--- src/rtl/tbu_pkg.sv ---
package tbu_pkg;

    typedef enum logic {
        SRC_INT = 1'b0,
        SRC_EXT = 1'b1
    } ref_src_e;

    typedef struct packed {
        logic tick;
        logic clear;
    } stamp_evt_t;

    localparam int SYNC_N      = 4;
    localparam int SI_REF      = 0;
    localparam int SI_TRIG     = 1;
    localparam int SI_BPCLK    = 2;
    localparam int SI_BPTRIG   = 3;

    // reset levels of the synchronisers: idle-high trigger lines, idle-low clocks
    localparam logic [SYNC_N-1:0] SYNC_IDLE = 4'b1010;

endpackage

--- src/rtl/tbu_sync.sv ---
module tbu_sync #(
    parameter int            W       = 1,
    parameter logic [W-1:0]  RST_VAL = '0
) (
    input  logic         clk,
    input  logic         rst,
    input  logic [W-1:0] d,
    output logic [W-1:0] lvl,
    output logic [W-1:0] rise,
    output logic [W-1:0] fall
);
    logic [W-1:0] s1_q, s2_q, s3_q;

    always_ff @(posedge clk) begin
        if (rst) begin
            s1_q <= RST_VAL;
            s2_q <= RST_VAL;
            s3_q <= RST_VAL;
        end else begin
            s1_q <= d;
            s2_q <= s1_q;
            s3_q <= s2_q;
        end
    end

    assign lvl  = s2_q;
    assign rise = s2_q & ~s3_q;
    assign fall = ~s2_q & s3_q;
endmodule

--- src/rtl/tbu_ref_monitor.sv ---
module tbu_ref_monitor #(
    parameter int LOSS_CYC   = 200,
    parameter int GOOD_EDGES = 16
) (
    input  logic clk,
    input  logic rst,
    input  logic ref_rise,
    output logic ref_ok
);
    localparam int GW = $clog2(LOSS_CYC + 1);
    localparam int CW = $clog2(GOOD_EDGES + 1);

    logic [GW-1:0] gap_q;
    logic [CW-1:0] good_q;
    logic          ok_q;

    always_ff @(posedge clk) begin
        if (rst) begin
            gap_q  <= GW'(LOSS_CYC);
            good_q <= '0;
            ok_q   <= 1'b0;
        end else if (ref_rise) begin
            gap_q <= '0;
            if (gap_q < GW'(LOSS_CYC)) begin
                if (good_q == CW'(GOOD_EDGES - 1))
                    ok_q <= 1'b1;
                else
                    good_q <= good_q + 1'b1;
            end else begin
                good_q <= '0;
            end
        end else if (gap_q != GW'(LOSS_CYC)) begin
            gap_q <= gap_q + 1'b1;
            if (gap_q == GW'(LOSS_CYC - 1)) begin
                ok_q   <= 1'b0;
                good_q <= '0;
            end
        end
    end

    assign ref_ok = ok_q;
endmodule

--- src/rtl/tbu_tick_gen.sv ---
module tbu_tick_gen
    import tbu_pkg::*;
#(
    parameter int TICK_DIV = 50,
    parameter int MIN_GAP  = 25,
    parameter int HIGH_CYC = 12
) (
    input  logic     clk,
    input  logic     rst,
    input  logic     ext_rise,
    input  logic     ext_ok,
    output logic     mtick,
    output ref_src_e src,
    output logic     clk_out
);
    localparam int DW = $clog2(TICK_DIV);
    localparam int HW = $clog2(HIGH_CYC + 1);

    logic [DW-1:0] div_q;
    logic [HW-1:0] hi_q;
    ref_src_e      src_q;
    logic          clk_q;
    logic          int_due, gap_ok;

    always_comb begin
        int_due = (div_q == DW'(TICK_DIV - 1));
        gap_ok  = (div_q >= DW'(MIN_GAP));
        if (src_q == SRC_EXT)
            mtick = ext_rise && ext_ok && gap_ok;
        else
            mtick = int_due;
    end

    always_ff @(posedge clk) begin
        if (rst) begin
            div_q <= '0;
            hi_q  <= '0;
            src_q <= SRC_INT;
            clk_q <= 1'b0;
        end else begin
            if (mtick)
                div_q <= '0;
            else if (!int_due)
                div_q <= div_q + 1'b1;

            if (src_q == SRC_EXT && !ext_ok)
                src_q <= SRC_INT;
            else if (src_q == SRC_INT && int_due && ext_ok)
                src_q <= SRC_EXT;

            if (mtick) begin
                clk_q <= 1'b1;
                hi_q  <= HW'(HIGH_CYC - 1);
            end else if (hi_q != '0) begin
                hi_q <= hi_q - 1'b1;
            end else begin
                clk_q <= 1'b0;
            end
        end
    end

    assign src     = src_q;
    assign clk_out = clk_q;
endmodule

--- src/rtl/tbu_trig_qual.sv ---
module tbu_trig_qual #(
    parameter int MIN_LOW = 50,
    parameter int OUT_CYC = 4
) (
    input  logic clk,
    input  logic rst,
    input  logic trig_lvl,
    input  logic sw_req,
    input  logic enable,
    output logic trig_n
);
    localparam int LW = $clog2(MIN_LOW);
    localparam int OW = $clog2(OUT_CYC + 1);

    logic [LW-1:0] low_q;
    logic [OW-1:0] out_q;
    logic          armed_q, sw_q;
    logic          accept, sw_pulse, fire;

    assign accept   = armed_q && !trig_lvl && (low_q == LW'(MIN_LOW - 1));
    assign sw_pulse = sw_req && !sw_q;
    assign fire     = enable && (accept || sw_pulse);

    always_ff @(posedge clk) begin
        if (rst) begin
            low_q   <= '0;
            out_q   <= '0;
            armed_q <= 1'b0;
            sw_q    <= 1'b0;
        end else begin
            sw_q <= sw_req;
            if (trig_lvl) begin
                armed_q <= 1'b1;
                low_q   <= '0;
            end else if (armed_q) begin
                if (accept) begin
                    armed_q <= 1'b0;
                    low_q   <= '0;
                end else begin
                    low_q <= low_q + 1'b1;
                end
            end
            if (fire)
                out_q <= OW'(OUT_CYC);
            else if (out_q != '0)
                out_q <= out_q - 1'b1;
        end
    end

    assign trig_n = (out_q == '0);
endmodule

--- src/rtl/tbu_timebase.sv ---
module tbu_timebase
    import tbu_pkg::*;
#(
    parameter int SLOT_W       = 4,
    parameter int MASTER_SLOT  = 3,
    parameter int TS_W         = 32,
    parameter int TICK_DIV     = 50,
    parameter int TRIG_MIN_CYC = 50,
    parameter int LOSS_CYC     = 200,
    parameter int GOOD_EDGES   = 16,
    parameter int TRIG_OUT_CYC = 4
) (
    input  logic              clk,
    input  logic              rst,
    input  logic [SLOT_W-1:0] slot_addr_i,
    input  logic              ext_ref_i,
    input  logic              ext_trig_n_i,
    input  logic              sw_trig_i,
    input  logic              bp_clk_i,
    input  logic              bp_trig_n_i,
    output logic              tick_o,
    output logic [TS_W-1:0]   timestamp_o,
    output logic              ext_sel_o,
    output logic              master_o,
    output logic              bp_clk_o,
    output logic              bp_trig_n_o
);
    localparam int MIN_GAP  = TICK_DIV / 2;
    localparam int HIGH_CYC = TICK_DIV / 4;

    logic [SYNC_N-1:0] s_lvl, s_rise, s_fall;
    logic              ref_ok, m_tick, gen_clk, qual_n, is_master;
    ref_src_e          src;
    stamp_evt_t        evt;
    logic              evt_tick, evt_clear;
    logic [TS_W-1:0]   stamp_q;

    tbu_sync #(.W(SYNC_N), .RST_VAL(SYNC_IDLE)) sync_i (
        .clk (clk),
        .rst (rst),
        .d   ({bp_trig_n_i, bp_clk_i, ext_trig_n_i, ext_ref_i}),
        .lvl (s_lvl),
        .rise(s_rise),
        .fall(s_fall)
    );

    tbu_ref_monitor #(.LOSS_CYC(LOSS_CYC), .GOOD_EDGES(GOOD_EDGES)) mon_i (
        .clk     (clk),
        .rst     (rst),
        .ref_rise(s_rise[SI_REF]),
        .ref_ok  (ref_ok)
    );

    tbu_tick_gen #(.TICK_DIV(TICK_DIV), .MIN_GAP(MIN_GAP), .HIGH_CYC(HIGH_CYC)) gen_i (
        .clk     (clk),
        .rst     (rst),
        .ext_rise(s_rise[SI_REF]),
        .ext_ok  (ref_ok),
        .mtick   (m_tick),
        .src     (src),
        .clk_out (gen_clk)
    );

    tbu_trig_qual #(.MIN_LOW(TRIG_MIN_CYC), .OUT_CYC(TRIG_OUT_CYC)) qual_i (
        .clk     (clk),
        .rst     (rst),
        .trig_lvl(s_lvl[SI_TRIG]),
        .sw_req  (sw_trig_i),
        .enable  (is_master),
        .trig_n  (qual_n)
    );

    assign is_master = (slot_addr_i == SLOT_W'(MASTER_SLOT));

    always_comb begin
        evt.tick  = s_rise[SI_BPCLK];
        evt.clear = s_fall[SI_BPTRIG];
    end
    assign evt_tick  = evt.tick;
    assign evt_clear = evt.clear;

    always_ff @(posedge clk) begin
        if (rst)
            stamp_q <= '0;
        else if (evt.clear)
            stamp_q <= '0;
        else if (evt.tick)
            stamp_q <= stamp_q + 1'b1;
    end

    assign tick_o      = evt.tick;
    assign timestamp_o = stamp_q;
    assign ext_sel_o   = (src == SRC_EXT);
    assign master_o    = is_master;
    assign bp_clk_o    = is_master & gen_clk;
    assign bp_trig_n_o = ~is_master | qual_n;
endmodule

--- config.mk ---
export PLATFORM = sky130hd
export DESIGN_NAME = tbu_timebase
export DESIGN_NICKNAME = d
export VERILOG_FILES = /design/src/rtl/tbu_pkg.sv /design/src/rtl/tbu_sync.sv /design/src/rtl/tbu_ref_monitor.sv /design/src/rtl/tbu_tick_gen.sv /design/src/rtl/tbu_trig_qual.sv /design/src/rtl/tbu_timebase.sv
export SDC_FILE = /design/constraint.sdc
export NUM_CORES = 1
export LEC_CHECK = 0
export BUFFER_PORTS_ARGS = -buffer_cell sky130_fd_sc_hd__buf_4
export CORE_ASPECT_RATIO = 0.9
export CORE_UTILIZATION = 55
export CTS_CLUSTER_SIZE = 25
export DETAILED_ROUTE_END_ITERATION = 8
export PLACE_DENSITY = 0.76
export SYNTH_ARGS = -nofsm -noshare
export SYNTH_HDL_FRONTEND = slang
export SYNTH_SLANG_ARGS = --single-unit
--- constraint.sdc ---
create_clock -name clk -period 5.1 [get_ports clk]
set_clock_uncertainty 0.1 [all_clocks]
set_input_delay 0 -clock clk [delete_from_list [all_inputs] [get_ports clk]]
set_output_delay 0 -clock clk [all_outputs]
set_load 0.01 [all_outputs]
==> flow_summary.ini <==
[clock_tree]
postCtsHoldBufs = 12
cts_setup_buffers = 0
clkSinkCount = 80
clock_path_buffers = 2
cts_buffers = 9
cts_tree = done
insertion_delay_ns = 0.34
root_buffer = clkbuf_8
cts_resized = 0
clk_pin_slew_ns = 0.07
htree_levels = 3

[worst_setup_path]
rr_startpoint = qual_i.low_q[0]
crit_path_start_kind = register
crit_chain = ha_1 > nand4b_1 > nor4_2 > o21ai_1 > a21oi_1 > dlygate4sd3_1
critPathKind = reg2reg
crit_path_end_kind = register
reg2reg_slack_ns = 2.88
slowest_delay_ns = 0.55
r2r-end = qual_i.out_q[2]
critPathArrivalTime_ns = 2.40
cp_slowest_cell = dlygate4sd3_1
r2r_cells = 6
worstPathMaxFanout = 7
worstPathRequired_ns = 5.28

[floorplan]
ioPinCount = 48
die_x_um = 86.22
die_area_um2 = 6707
rows = 27
start_util_pct = 57.10
core_um2 = 6148
die_y_um = 77.80

[grt]
grt_max_degree = 41
grt_pass1_vias = 2650
grt_pass1_wl_um = 11460
track_usage_pct = 21.44
antenna_found_initial = 0
overflow = 0

[sta]
finalSetupTns_ns = 0
period_needed_ns = 2.215
slew_headroom_pct = 33.04
fin_crit_sh_pct = 43.44
max_freq_ghz = 0.4514
slew_viol_final = 0
rsz0062_at_grt = no
finalSetupViolations = 0
hold_viol = 0
worst_slew_pin_slew_ns = 1.004

[pwr]
p_per_area_nw_per_um2 = 286.5
ir_drop_uv = 214.0
leakagePower_nw = 1.761

[logic_synthesis]
yosys.area.top_type_share_pct = 45.62
synth_ff_type = dfxtp_1
ys_types = 45
synth_area_um2 = 3511
synthCells = 382
synth_top_area_cell = dfxtp_1
yosys.cell_count.top_type = dfxtp_1
synth.area.top_cells = dfxtp_1, xor2_1, nor2_1
synth_async_sr_flop_share_pct = 0
ys_seq_elements = 80
syn-num-nets = 406
yosys_warnings = 0
ys_seq_area_share_pct = 45.62
synth_edf_count = 0
ys_top_cells_by_count = dfxtp_1, nor2_1, xor2_1, nand3_1, nand2_1
avgSynthCellArea_um2 = 9.191

[finish]
area_delta_synth_final_pct = 20.96
fin_nets = 468
regArea_um2 = 1602
drive_gt1_share_pct = 17.82
multi_input_area_um2 = 1823
stdcell_count = 536
num-fill-cells = 511
antenna-diode-count = 0

[min_path]
hold_path_class = in2out
whs_path_depth = 3
min_to = master_o
hold_start = slot_addr_i[3]

[placement]
gp_congestion = 0.7939
dp.cells = 508
dp.final_hpwl_um = 4470
placement.io_buffers = 47

[detailed_routing]
first_pass_iters = 4
vias = 2798
routedWlPerCell_um = 12.14
dr.first_iter.drc_count = 106
vias_per_cell = 5.220
ant_nets = 0
drcViolationCount = 0
routed_wirelength_um = 6505

[job]
maxCapViolCount = 0

[outcome]
outcome = complete, no violations
metal layers:
layer,GRT usage [%],up-vias,routed length [um]
met1,27.39,1293,3065
li1,-,1425,-
met3,5.745,6,387
met2,34.60,74,2991
met5,0,-,0
met4,8.000,0,61
cell families (layout without fill, tap and decap cells):
logic type	after synthesis	after routing	synth area share, %
compound gates	39	39	6.878
xor+xnor	43	43	10.73
fa+ha+maj	13	13	4.633
buf+inv	23	90	2.459
flops	80	80	45.62
mux	5	5	1.426
simple gates	179	179	28.26
state kept, by name, summed over array words and instances (netlist names), 3 cells and up:
signal and count:
timestamp_o 32, mon_i.gap_q 8, gen_i.div_q 6, qual_i.low_q 6
mon_i.good_q 5, gen_i.hi_q 4, sync_i.lvl 4, sync_i.s1_q 4
qual_i.out_q 3, sync_i.s3_q 3
area by class of cell:
class	count	share of cell area, %
clock buffer	12	3.654
clock inverter	4	0.6777
inverter	15	1.326
multi-input combinational	279	42.93
sequential	80	37.71
tap	87	2.563
timing repair buffer	59	11.14
power by group:
group          switching, mW  leakage (nW)  internal [mW]  total [mW]
combinational         0.0644          1.02         0.0612       0.126
clock                  0.225        0.0886          0.204       0.428
sequential            0.0171         0.649          0.646       0.663
worst max path at each step:
stage                          from               to  slack, ns  depth (start not counted)
floorplan            timestamp_o[0]  timestamp_o[26]       3.28                          6
global placement     timestamp_o[0]  timestamp_o[26]       3.13                          6
detailed placement   timestamp_o[0]  timestamp_o[14]       3.04                          6
CTS                  qual_i.armed_q  qual_i.out_q[2]       2.90                          5
global route         qual_i.armed_q  qual_i.out_q[2]       2.70                          5
finish              qual_i.low_q[0]  qual_i.out_q[2]       2.88                          6
placed cells by master (no fill, tap or decap), types with 5 or more instances in the layout:
cell type      count
xor2_1            31
nand4_1            9
inv_1             15
ha_1              13
clkbuf_8          11
nor2_1            53
mux2i_1            5
dfxtp_1           80
nor3_1            17
or3_1              5
or2_2              6
nand3_1           22
buf_4             47
a21oi_1           18
nand2_1           19
nor2b_1           10
dlygate4sd3_1     12
xnor2_1           12
and3_1            13
critical path: cells and delay by family (launching register included):
kind	cells	cell delay, ns
AND/OR/NAND/NOR	2	0.58
adder cells (fa/ha/maj)	1	0.18
buffers and inverters	1	0.55
AO/OA/AOI/OAI	2	0.34
flip-flops	1	0.42
stage by stage:
step / hold slack, ns / util (%) / setup WS (ns) / total power [mW] / area [um2]
final: 0.1820 / 69.07 / 2.885 / 1.217 / 4247
after global routing: 0.2012 / 69.07 / 2.702 / 1.276 / 4247
after CTS: 0.1883 / 69.07 / 2.902 / 1.229 / 4247
after detailed placement: 0.08681 / 64.12 / 3.037 / 0.7990 / 3943
after global placement: 0.08524 / 64.12 / 3.134 / 0.7901 / 3943
after floorplan: -0.03083 / - / 3.285 / 0.7689 / 3511
(Power assumes the default switching activity.)
